<file path="src/rtl/verified_cmd_pin.sv">
module verified_cmd_pin #(
  parameter int PULSE_MS = 100,
  localparam int RW = $clog2(PULSE_MS + 1)
) (
  input  logic       clk,
  input  logic       rst_n,
  input  logic       pkt_start,
  input  logic       pkt_end,
  input  logic       byte_vld,
  input  logic [7:0] byte_data,
  input  logic       ms_tick,
  output logic       pin_out,
  output logic       accept,
  output logic       reject
);

  logic          in_pkt;
  logic [1:0]    cnt;
  logic [7:0]    first_q;
  logic          comp_ok;
  logic          pin_q, act_q;
  logic [RW-1:0] rem_q;
  logic          acc_q, rej_q;

  wire live      = in_pkt && !pkt_start;
  wire third     = live && byte_vld && cnt == 2'd2;
  wire good      = third && comp_ok && byte_data == first_q;
  wire bad_third = third && !good;
  wire short_end = live && pkt_end && !third;
  wire [1:0] code = first_q[1:0];
  wire take_cmd  = good && code != 2'b00;

  assign pin_out = pin_q;
  assign accept  = acc_q;
  assign reject  = rej_q;

  always_ff @(posedge clk) begin
    if (!rst_n) begin
      in_pkt  <= 1'b0;
      cnt     <= '0;
      first_q <= '0;
      comp_ok <= 1'b0;
      acc_q   <= 1'b0;
      rej_q   <= 1'b0;
    end else begin
      acc_q <= good;
      rej_q <= bad_third || short_end;
      if (pkt_start) begin
        in_pkt  <= 1'b1;
        cnt     <= '0;
        comp_ok <= 1'b0;
      end else if (in_pkt) begin
        if (third || short_end) begin
          in_pkt <= 1'b0;
        end else if (byte_vld) begin
          cnt <= cnt + 2'd1;
          if (cnt == 2'd0) first_q <= byte_data;
          else             comp_ok <= (byte_data == ~first_q);
        end
      end
    end
  end

  always_ff @(posedge clk) begin
    if (!rst_n) begin
      pin_q <= 1'b0;
      act_q <= 1'b0;
      rem_q <= '0;
    end else if (take_cmd) begin
      unique case (code)
        2'b01: begin pin_q <= 1'b0;   act_q <= 1'b0; end
        2'b10: begin pin_q <= ~pin_q; act_q <= 1'b0; end
        default: begin
          pin_q <= 1'b1;
          act_q <= 1'b1;
          rem_q <= RW'(PULSE_MS);
        end
      endcase
    end else if (act_q && ms_tick) begin
      rem_q <= rem_q - RW'(1);
      if (rem_q == RW'(1)) begin
        pin_q <= 1'b0;
        act_q <= 1'b0;
      end
    end
  end


  excl_flags_chk: assert property (@(posedge clk) disable iff (!rst_n)
    $onehot0({accept, reject}));


  reject_hold_chk: assert property (@(posedge clk) disable iff (!rst_n)
    (bad_third && !act_q) |=> $stable(pin_out));


  force_low_chk: assert property (@(posedge clk) disable iff (!rst_n)
    (good && code == 2'b01) |=> !pin_out);


  pulse_load_chk: assert property (@(posedge clk) disable iff (!rst_n)
    (good && code == 2'b11) |=> (pin_out && rem_q == RW'(PULSE_MS)));


  pulse_high_chk: assert property (@(posedge clk) disable iff (!rst_n)
    act_q |-> pin_out);


  rem_bound_chk: assert property (@(posedge clk) disable iff (!rst_n)
    rem_q <= RW'(PULSE_MS));

endmodule

</file>
<file path="config.mk">
export PLATFORM = sky130hd
export DESIGN_NAME = verified_cmd_pin
export DESIGN_NICKNAME = d
export VERILOG_FILES = /design/src/rtl/verified_cmd_pin.sv
export SDC_FILE = /design/constraint.sdc
export NUM_CORES = 1
export LEC_CHECK = 0
export ABC_CLOCK_PERIOD_IN_PS = 1900
export BUFFER_PORTS_ARGS = -buffer_cell sky130_fd_sc_hd__buf_2
export CORE_ASPECT_RATIO = 0.8
export CORE_MARGIN = 5
export CORE_UTILIZATION = 30
export CTS_CLUSTER_DIAMETER = 30
export DETAILED_ROUTE_END_ITERATION = 8
export GPL_TIMING_DRIVEN = 0
export PLACE_DENSITY = 0.46
export SYNTH_ARGS = -nofsm -noshare
export SYNTH_HDL_FRONTEND = slang
export SYNTH_SLANG_ARGS = --single-unit
</file>
<file path="constraint.sdc">
create_clock -name clk -period 1.9 [get_ports clk]
set_input_delay 0.38 -clock clk [delete_from_list [all_inputs] [get_ports clk]]
set_output_delay 0.38 -clock clk [all_outputs]
set_load 0.02 [all_outputs]
</file>
==> flow_summary.json <==
{
  "max_slew.worst_pin.slew_ns": 0.426,
  "synthFlopType": "dfxtp_1",
  "die_w_um": 83.6,
  "dieArea_um2": 5760,
  "cp_common_cell": "nand4b_1",
  "path_cells": "inv_1 > ha_1 > nand4b_1 > nor4_2 > nand4b_1 > buf_4 > buf_6 > nand4b_1 > o211ai_2",
  "viasPerCell": 4.75,
  "synthArstFlopShare_pct": 0,
  "htreeDepth": 1,
  "vias": 1055,
  "ys_warn_count": 0,
  "period_needed_ns": 1.75,
  "core-area_um2": 4180,
  "status": "complete, no violations",
  "synth_cells": 140,
  "final_cell_area_um2": 1550,
  "yosys.area.top_type": "dfxtp_1",
  "synth_top_area_share_pct": 35.4,
  "synth_seq_cells": 23,
  "start_util_pct": 31.1,
  "grt_pass1_vias": 1083,
  "wl_mm": 2.97,
  "worstPathRequired_ns": 2.05,
  "syn2layout_area_growth_pct": 19.3,
  "setup_viol": 0,
  "die-height_um": 68.9,
  "finalNonFillerCells": 222,
  "finalNetCount": 187,
  "post-route-util_pct": 37.2,
  "cp.arrival_ns": 1.90,
  "ir_drop_mv": 0.248,
  "crit_type": "reg -> reg",
  "ant_nets": 0,
  "grt_antenna_before_repair": 0,
  "post_dp_cell_area_um2": 1450,
  "max_slew_margin_pct": 71.6,
  "drt_iter0_drc": 35,
  "synth_edf_count": 0,
  "cts_buffers": 3,
  "hp-class": "in -> reg",
  "startpoint_type": "flop",
  "synthTopCellsByArea": "dfxtp_1 35%, mux2i_1 7.7%, ha_1 6.7%",
  "drc": 0,
  "synth.avg_cell_area_um2": 9.29,
  "ctsLongestPathBuffers": 2,
  "dp.cells": 213,
  "drv_slew": 0,
  "first_pass_iters": 4,
  "globalplace.congestion": 0.737,
  "worst_path_largest_cell_delay_ns": 0.31,
  "pwr_density_cell_nw_per_um2": 569,
  "setup.worst_path.end_class": "flop",
  "synth.top_cells.by_count": "23 x dfxtp_1, 11 x nor2b_1, 10 x mux2i_1",
  "clkTransAtPathRegs_ns": 0.08,
  "cts_tree": "yes",
  "min_period_over_period_pct": 91.9,
  "grt.total_usage_pct": 10.7,
  "syn_nets": 161,
  "io_buffers": 16,
  "grt_max_degree": 14,
  "fmax_ghz": 0.573,
  "synth_area_um2": 1300,
  "cts_root_buffer": "clkbuf_8",
  "fp-row-count": 21,
  "cap_violations": 0,
  "grt-ovfl-total": 0,
  "grt_pass1_wl_mm": 4.93,
  "wl_per_cell_um": 13.4,
  "clk_latency_ns": 0.26,
  "ys_types": 38,
  "worst_clock_skew_ns": 0.00214,
  "ys_seq_area_share_pct": 35.4,
  "power_leakage_nw": 0.607,
  "finalHoldViolCount": 0,
  "crit_path_top_delay_cell": "dfxtp_1",
  "path_max_fanout": 6,
  "num-fill-cells": 441,
  "synth_most_common_cell": "dfxtp_1",
  "drive_gt1_share_pct": 21.2,
  "diodes": 0,
  "dp_slack_ns": 0.0431,
  "hpwlAfterDp_mm": 2.23,
  "cts_sinks": 23,
  "ios": 17,
  "setup_slack_ns": 0.154
}
## timing repair
item	4_1_cts	5_1_grt
buffers inserted	0	4
hold endpoints to repair	0	0
endpoints found under the setup margin	0	14
hold buffers	0	0
resized for setup	0	4
## kinds of logic after synthesis
family,after synthesis,share of synthesized area (%)
xor+xnor,10,7.88
buf+inv,11,3.75
compound gates,18,9.90
mux,10,7.69
flops,23,35.4
fa+ha+maj,7,6.73
simple gates,61,28.7
## layout by cell type (no fill, tap or decap), types with 3 or more instances in the layout
cell type  instances
dfxtp_1           23
mux2i_1           10
xor2_1             7
nand4b_1           4
ha_1               7
a21oi_1            4
nor3_1             3
buf_4              4
nand3_1            8
inv_1              7
nor2b_1           11
nand4_1            3
nor2_1             7
clkbuf_8           3
o21ai_0            3
nand2_1            4
buf_2             17
and3_1             5
## cell type report
class / count / area, µm² / share of cell area, %
timing repair buffer: 21 / 115 / 7.41
sequential: 23 / 460 / 29.7
clock inverter: 1 / 5.00 / 0.322
tap: 57 / 71.3 / 4.59
buffer: 4 / 30.0 / 1.93
clock buffer: 3 / 41.3 / 2.66
multi-input combinational: 106 / 803 / 51.7
inverter: 7 / 26.3 / 1.69
## per-stage QoR
step / hold WS, ns / power [mW] / TNS [ns]
6_report: 0.398 / 0.884 / 0
5_1_grt: 0.420 / 0.933 / -0.0134
4_1_cts: 0.389 / 0.898 / 0
3_5_place_dp: 0.473 / 0.586 / 0
3_3_place_gp: 0.469 / 0.583 / 0
2_1_floorplan: 0.454 / 0.550 / 0
## routing by layer
layer / vias to the layer above / global-route usage [%] / share of wire [%]
met5: - / 0 / 0
met3: 2 / 3.33 / 3.3
li1: 550 / - / -
met4: 0 / 2.41 / 0.61
met1: 492 / 12.5 / 48
met2: 11 / 19.7 / 48
## worst paths after layout
check | start | endpoint | slack (ns) | depth (start not counted)
worst min register to register | comp_ok | comp_ok | 0.49 | 2
worst min-delay path | byte_data[4] | first_q[4] | 0.40 | 3
worst max-delay path | cnt[0] | rem_q[1] | 0.15 | 9
worst max register to register | cnt[0] | rem_q[1] | 0.15 | 9
## power by group
part | switching (mW) | total (mW) | internal, mW
clock | 0.159 | 0.305 | 0.146
combinational | 0.0487 | 0.0865 | 0.0378
sequential | 0.00458 | 0.492 | 0.487
## registers in the layout (all words and copies together), names as in the netlist
register and count:
first_q 8, rem_q 7, reject 1, act_q 1, pin_out 1, comp_ok 1
in_pkt 1, accept 1, cnt 2
## critical path: cells and delay by family, from the launching register on
family	cells	cell delay [ns]
and+or+nand+nor	4	0.61
buffers and inverters	3	0.41
DFF	1	0.31
adders and majority gates	1	0.22
AOI/OAI and AO/OA	1	0.09
Note: power is estimated with default switching activity, not from simulation.
